<file path="config.mk">
export PLATFORM = sky130hd
export DESIGN_NAME = hs_word_buffer
export DESIGN_NICKNAME = d
export VERILOG_FILES = /design/src/rtl/hs_buf_pkg.sv /design/src/rtl/hs_in_ctrl.sv /design/src/rtl/hs_out_ctrl.sv /design/src/rtl/hs_occ_flag.sv /design/src/rtl/hs_data_reg.sv /design/src/rtl/hs_word_buffer.sv
export SDC_FILE = /design/constraint.sdc
export NUM_CORES = 1
export LEC_CHECK = 0
export ABC_AREA = 1
export BUFFER_PORTS_ARGS = -buffer_cell sky130_fd_sc_hd__buf_2
export CAP_MARGIN = 20
export CORE_ASPECT_RATIO = 0.5
export CORE_MARGIN = 3
export CORE_UTILIZATION = 46
export DETAILED_ROUTE_END_ITERATION = 16
export PLACE_DENSITY = 0.78
export SKIP_CTS_REPAIR_TIMING = 1
export SLEW_MARGIN = 25
export SYNTH_ARGS = -nofsm -noshare
export SYNTH_HDL_FRONTEND = slang
export SYNTH_SLANG_ARGS = --single-unit
</file>
<file path="constraint.sdc">
create_clock -name clk -period 1.1 [get_ports clk]
set_input_delay 0.165 -clock clk [delete_from_list [all_inputs] [get_ports clk]]
set_output_delay 0.165 -clock clk [all_outputs]
set_load 0.005 [all_outputs]
</file>
<file path="src/rtl/hs_buf_pkg.sv">
package hs_buf_pkg;
   typedef enum logic {
      IN_IDLE,
      IN_ACKED
   } in_state_e;

   typedef enum logic [1:0] {
      OUT_IDLE,
      OUT_OFFER,
      OUT_DRAIN
   } out_state_e;
endpackage

</file>
<file path="src/rtl/hs_in_ctrl.sv">
module hs_in_ctrl
   import hs_buf_pkg::*;
(
   input  logic clk,
   input  logic rst,
   input  logic in_req,
   input  logic full,
   output logic in_ack,
   output logic capture
);
   in_state_e st_q, st_d;

   always_comb begin
      st_d    = st_q;
      capture = 1'b0;
      case (st_q)
         IN_IDLE: if (in_req && !full) begin
            st_d    = IN_ACKED;
            capture = 1'b1;
         end
         IN_ACKED: if (!in_req) st_d = IN_IDLE;
         default: st_d = IN_IDLE;
      endcase
   end

   always_ff @(posedge clk) begin
      if (rst) st_q <= IN_IDLE;
      else     st_q <= st_d;
   end

   assign in_ack = (st_q == IN_ACKED);

   assert_ack_blocked_R3: assert property (@(posedge clk) disable iff (rst)
      $rose(in_ack) |-> $past(!full));
   assert_ack_hold_R4: assert property (@(posedge clk) disable iff (rst)
      (in_ack && in_req) |=> in_ack);
   assert_ack_drop_R4: assert property (@(posedge clk) disable iff (rst)
      (in_ack && !in_req) |=> !in_ack);
endmodule

</file>
<file path="src/rtl/hs_out_ctrl.sv">
module hs_out_ctrl
   import hs_buf_pkg::*;
(
   input  logic clk,
   input  logic rst,
   input  logic full,
   input  logic out_ack,
   output logic out_req,
   output logic taken
);
   out_state_e st_q, st_d;

   always_comb begin
      st_d  = st_q;
      taken = 1'b0;
      case (st_q)
         OUT_IDLE:  if (full) st_d = OUT_OFFER;
         OUT_OFFER: if (out_ack) begin
            st_d  = OUT_DRAIN;
            taken = 1'b1;
         end
         OUT_DRAIN: if (!out_ack) st_d = OUT_IDLE;
         default:   st_d = OUT_IDLE;
      endcase
   end

   always_ff @(posedge clk) begin
      if (rst) st_q <= OUT_IDLE;
      else     st_q <= st_d;
   end

   assign out_req = (st_q == OUT_OFFER);

   assert_req_hold_R6: assert property (@(posedge clk) disable iff (rst)
      (out_req && !out_ack) |=> out_req);
   assert_req_drop_R6: assert property (@(posedge clk) disable iff (rst)
      (out_req && out_ack) |=> !out_req);
   assert_no_rereq_R7: assert property (@(posedge clk) disable iff (rst)
      (!out_req && out_ack) |=> !out_req);
endmodule

</file>
<file path="src/rtl/hs_occ_flag.sv">
module hs_occ_flag (
   input  logic clk,
   input  logic rst,
   input  logic set_i,
   input  logic clr_i,
   output logic full
);
   always_ff @(posedge clk) begin
      if (rst)        full <= 1'b0;
      else if (set_i) full <= 1'b1;
      else if (clr_i) full <= 1'b0;
   end

   assert_set_R2: assert property (@(posedge clk) disable iff (rst)
      set_i |=> full);
   assert_clear_R7: assert property (@(posedge clk) disable iff (rst)
      clr_i |=> !full);
   assert_exclusive_R3: assert property (@(posedge clk) disable iff (rst)
      $onehot0({set_i, clr_i}));
endmodule

</file>
<file path="src/rtl/hs_data_reg.sv">
module hs_data_reg #(
   parameter int DATA_W         = 32,
   parameter bit CLEAR_ON_RESET = 1'b1
) (
   input  logic              clk,
   input  logic              rst,
   input  logic              load,
   input  logic [DATA_W-1:0] d,
   output logic [DATA_W-1:0] q
);
   if (DATA_W < 1) begin : g_bad_width
      $error("hs_data_reg: DATA_W must be at least 1");
   end

   if (CLEAR_ON_RESET) begin : g_rst
      always_ff @(posedge clk) begin
         if (rst)       q <= '0;
         else if (load) q <= d;
      end
   end else begin : g_norst
      always_ff @(posedge clk) begin
         if (load) q <= d;
      end
   end

   assert_load_only_R8: assert property (@(posedge clk) disable iff (rst)
      !load |=> $stable(q));
endmodule

</file>
<file path="src/rtl/hs_word_buffer.sv">
module hs_word_buffer #(
   parameter int DATA_W         = 32,
   parameter bit CLEAR_ON_RESET = 1'b1
) (
   input  logic              clk,
   input  logic              rst,
   input  logic              in_req,
   input  logic [DATA_W-1:0] in_data,
   output logic              in_ack,
   output logic              out_req,
   output logic [DATA_W-1:0] out_data,
   input  logic              out_ack
);
   if (DATA_W < 1) begin : g_bad_width
      $error("hs_word_buffer: DATA_W must be at least 1");
   end

   logic full, capture, taken;

   hs_in_ctrl u_in (
      .clk(clk), .rst(rst), .in_req(in_req), .full(full),
      .in_ack(in_ack), .capture(capture)
   );

   hs_out_ctrl u_out (
      .clk(clk), .rst(rst), .full(full), .out_ack(out_ack),
      .out_req(out_req), .taken(taken)
   );

   hs_occ_flag u_occ (
      .clk(clk), .rst(rst), .set_i(capture), .clr_i(taken), .full(full)
   );

   hs_data_reg #(.DATA_W(DATA_W), .CLEAR_ON_RESET(CLEAR_ON_RESET)) u_data (
      .clk(clk), .rst(rst), .load(capture), .d(in_data), .q(out_data)
   );

   // Alternation tracking: which acknowledge rose last.
   logic in_ack_q, out_ack_q, last_was_in;
   logic in_rise, out_rise;
   assign in_rise  = in_ack && !in_ack_q;
   assign out_rise = out_ack && !out_ack_q;

   always_ff @(posedge clk) begin
      if (rst) begin
         in_ack_q    <= 1'b0;
         out_ack_q   <= 1'b0;
         last_was_in <= 1'b0;
      end else begin
         in_ack_q  <= in_ack;
         out_ack_q <= out_ack;
         if (in_rise)       last_was_in <= 1'b1;
         else if (out_rise) last_was_in <= 1'b0;
      end
   end

   assert_reset_R1: assert property (@(posedge clk)
      rst |=> (!in_ack && !out_req));
   assert_data_stable_R6: assert property (@(posedge clk) disable iff (rst)
      (out_req && !out_ack) |=> $stable(out_data));
   assert_no_overflow_R9: assert property (@(posedge clk) disable iff (rst)
      in_rise |-> !last_was_in);
   assert_no_underflow_R9: assert property (@(posedge clk) disable iff (rst)
      out_rise |-> last_was_in);
endmodule

</file>
==> results_dict.tcl <==
set metrics [dict create \
    die_area_mm2 0.004275 \
    cp-end-kind "register" \
    wirelength_um 3504 \
    clkLatencyLatePin_ns 0.28 \
    p_comb_frac 0.211 \
    wl_per_cell_um 11.23 \
    drive_gt1_frac 0.3674 \
    period_needed_ns 1.062 \
    ys_seq_elements 36 \
    stdcell_count 312 \
    synth_nets 234 \
    dr.pass1.iters 4 \
    min_path_type "input port to register" \
    wl_met3_um 218 \
    netlist_area_mm2 0.001604 \
    required_ns 1.28 \
    place.gp.congestion 0.6963 \
    grt_max_degree 39 \
    clock.fmax_ghz 0.9415 \
    grt_overflow 0 \
    outcome "finished, final reports clean" \
    drc 0 \
    cts_buffers 5 \
    dr.max_layer_used "met4" \
    fin_skew_ns 0.001415 \
    syn_inst 198 \
    hold_start "rst" \
    worst_slew_pin_slew_ns 0.1747 \
    diodes 0 \
    antenna_found_initial 0 \
    core_mm2 0.003171 \
    internal_power_uw 2457 \
    seq_power_share 0.449 \
    crit_chain "nor2_4, buf_12, nand3b_1, nand2_1, nor2_1" \
    critPathLaunchType "register" \
    rsz0062_at_grt "true" \
    cap_violations 0 \
    cp_slowest_cell "dfxtp_2" \
    ys_warn_count 0 \
    holdWs_ns 0.09105 \
    vias 1493 \
    setup_viol 0 \
    synth_cell_types 16 \
    p_switching_uw 919.0 \
    hpwl_um 2489 \
    r2r_slack_ns 0.04 \
    row_count 14 \
    timing.rr.start "u_occ.full" \
    ir_worst_vdd_uv 839.4 \
    final_cell_mix "buf_2 (69), nand2_1 (36), nor2_1 (35)" \
    dp.cells 304 \
    worstPathMaxFanout 34 \
    hold_viol 0 \
    leakage_uw 0.001012 \
    start_util 0.5059 \
    drv_slew 0 \
    pre_cts_slack_ns 0.03225 \
    met1_length_um 1496 \
    seq_area_frac_synth 0.4493 \
    clk_pin_slew_ns 0.07 \
    track_usage 0.1637 \
    h-tree-depth 2 \
    critical-path-max-stage-delay_ns 0.34 \
    startpoint "u_occ.full" \
    setup_slack_ns 0.03790 \
    setup-tns-final_ns 0 \
    io_buffer_count 69 \
    die_h_um 47.76 \
    first_iter_violations 60 \
    viasPerCell 4.785 \
    final_common_cell "buf_2" \
    worst_ep_arrival_time_ns 1.25 \
    switching_share 0.2722 \
    clockBufferDepth 2 \
    nets 299 \
    fillers 291 \
    areaGrowthSynthToFinish_pct 30.42 \
    dr_wl_met2_um 1768 \
    clockPowerShare 0.341 \
    period_share 0.9655 \
    grt_pass1_vias 1233 \
    relSlewSlack 0.8836 \
    p_per_area_mw_per_mm2 1614 \
    io_pins 70 \
    ant_nets 0 \
    clockRootBuffer "clkbuf_8" \
    fp.dieW_um 89.51 \
    avgSynthCellArea_um2 8.101 \
    cts_tree "built" \
    cts_sinks 36 \
    grt_pass1_wl_um 5223 \
    crit_type "register to register" \
]
## metal layers
layer / track usage / vias to the layer above
li1: - / 774
met1: 0.1756 / 674
met2: 0.3104 / 43
met3: 0.05498 / 2
met4: 0.06231 / 0
met5: 0 / -
## logic make-up (layout without fill, tap and decap cells)
group | Yosys count | count (layout) | share of synthesized area
DFF | 36 | 36 | 0.4493
and+or+nand+nor | 107 | 107 | 0.3292
buffers and inverters | 20 | 86 | 0.08891
AOI/OAI and AO/OA | 35 | 35 | 0.1326
## flip-flops by register name, indices dropped and copies added, names as in the netlist
name	cells
u_in.in_ack	1
u_out.st_q	2
u_data.q	32
u_occ.full	1
## power by group through the flow
stage | combinational [µW] | clock, µW | sequential (µW)
6_report | 712 | 1150 | 1510
5_1_grt | 797 | 1240 | 1530
3_5_place_dp | 716 | 0 | 1540
3_3_place_gp | 691 | 0 | 1540
4_1_cts | 721 | 1180 | 1510
2_1_floorplan | 472 | 0 | 1550
## critical path: cells and delay by family, from the launching register on
kind          cells  cell delay [ns]
simple gates      4             0.40
flops             1             0.34
buf+inv           1             0.21
## path summary, 6_finish.rpt
check | end | cells after the start
worst max-delay path | u_data.q[30] | 5
worst min-delay path | u_occ.full | 2
worst max register to register | u_data.q[30] | 5
worst min register to register | u_data.q[29] | 2
## layout make-up
class,instances,area [µm²],share of cell area
clock buffers,5,68.82,0.03289
repair buffers,75,440.4,0.2105
clock inverters,3,42.54,0.02033
well taps,48,60.06,0.02871
multi-input cells,142,745.7,0.3565
flip-flops and latches,36,723.2,0.3457
inverters,3,11.26,0.005383
## Yosys cell counts
cell type / number / area [µm²]
buf_1: 3 / 11.26
nand2_1: 36 / 135.1
nand3b_1: 32 / 240.2
a21oi_1: 25 / 125.1
buf_6: 6 / 67.56
nor2_1: 35 / 131.4
nor2_2: 1 / 6.260
inv_2: 1 / 3.750
dfxtp_1: 36 / 720.7
inv_1: 2 / 7.510
buf_4: 2 / 15.01
buf_8: 1 / 15.01
clkbuf_1: 2 / 7.510
a21oi_2: 10 / 87.58
buf_2: 3 / 15.01
nand3_1: 3 / 15.01
## through the flow
step	cell area, µm²	utilization	power, µW
after CTS	2090	0.6590	3411
after floorplan	1604	-	2023
after global routing	2092	0.6598	3571
after detailed placement	1978	0.6239	2258
final	2092	0.6598	3376
after global placement	1978	0.6239	2229
Note: power is estimated with default switching activity, not from simulation.
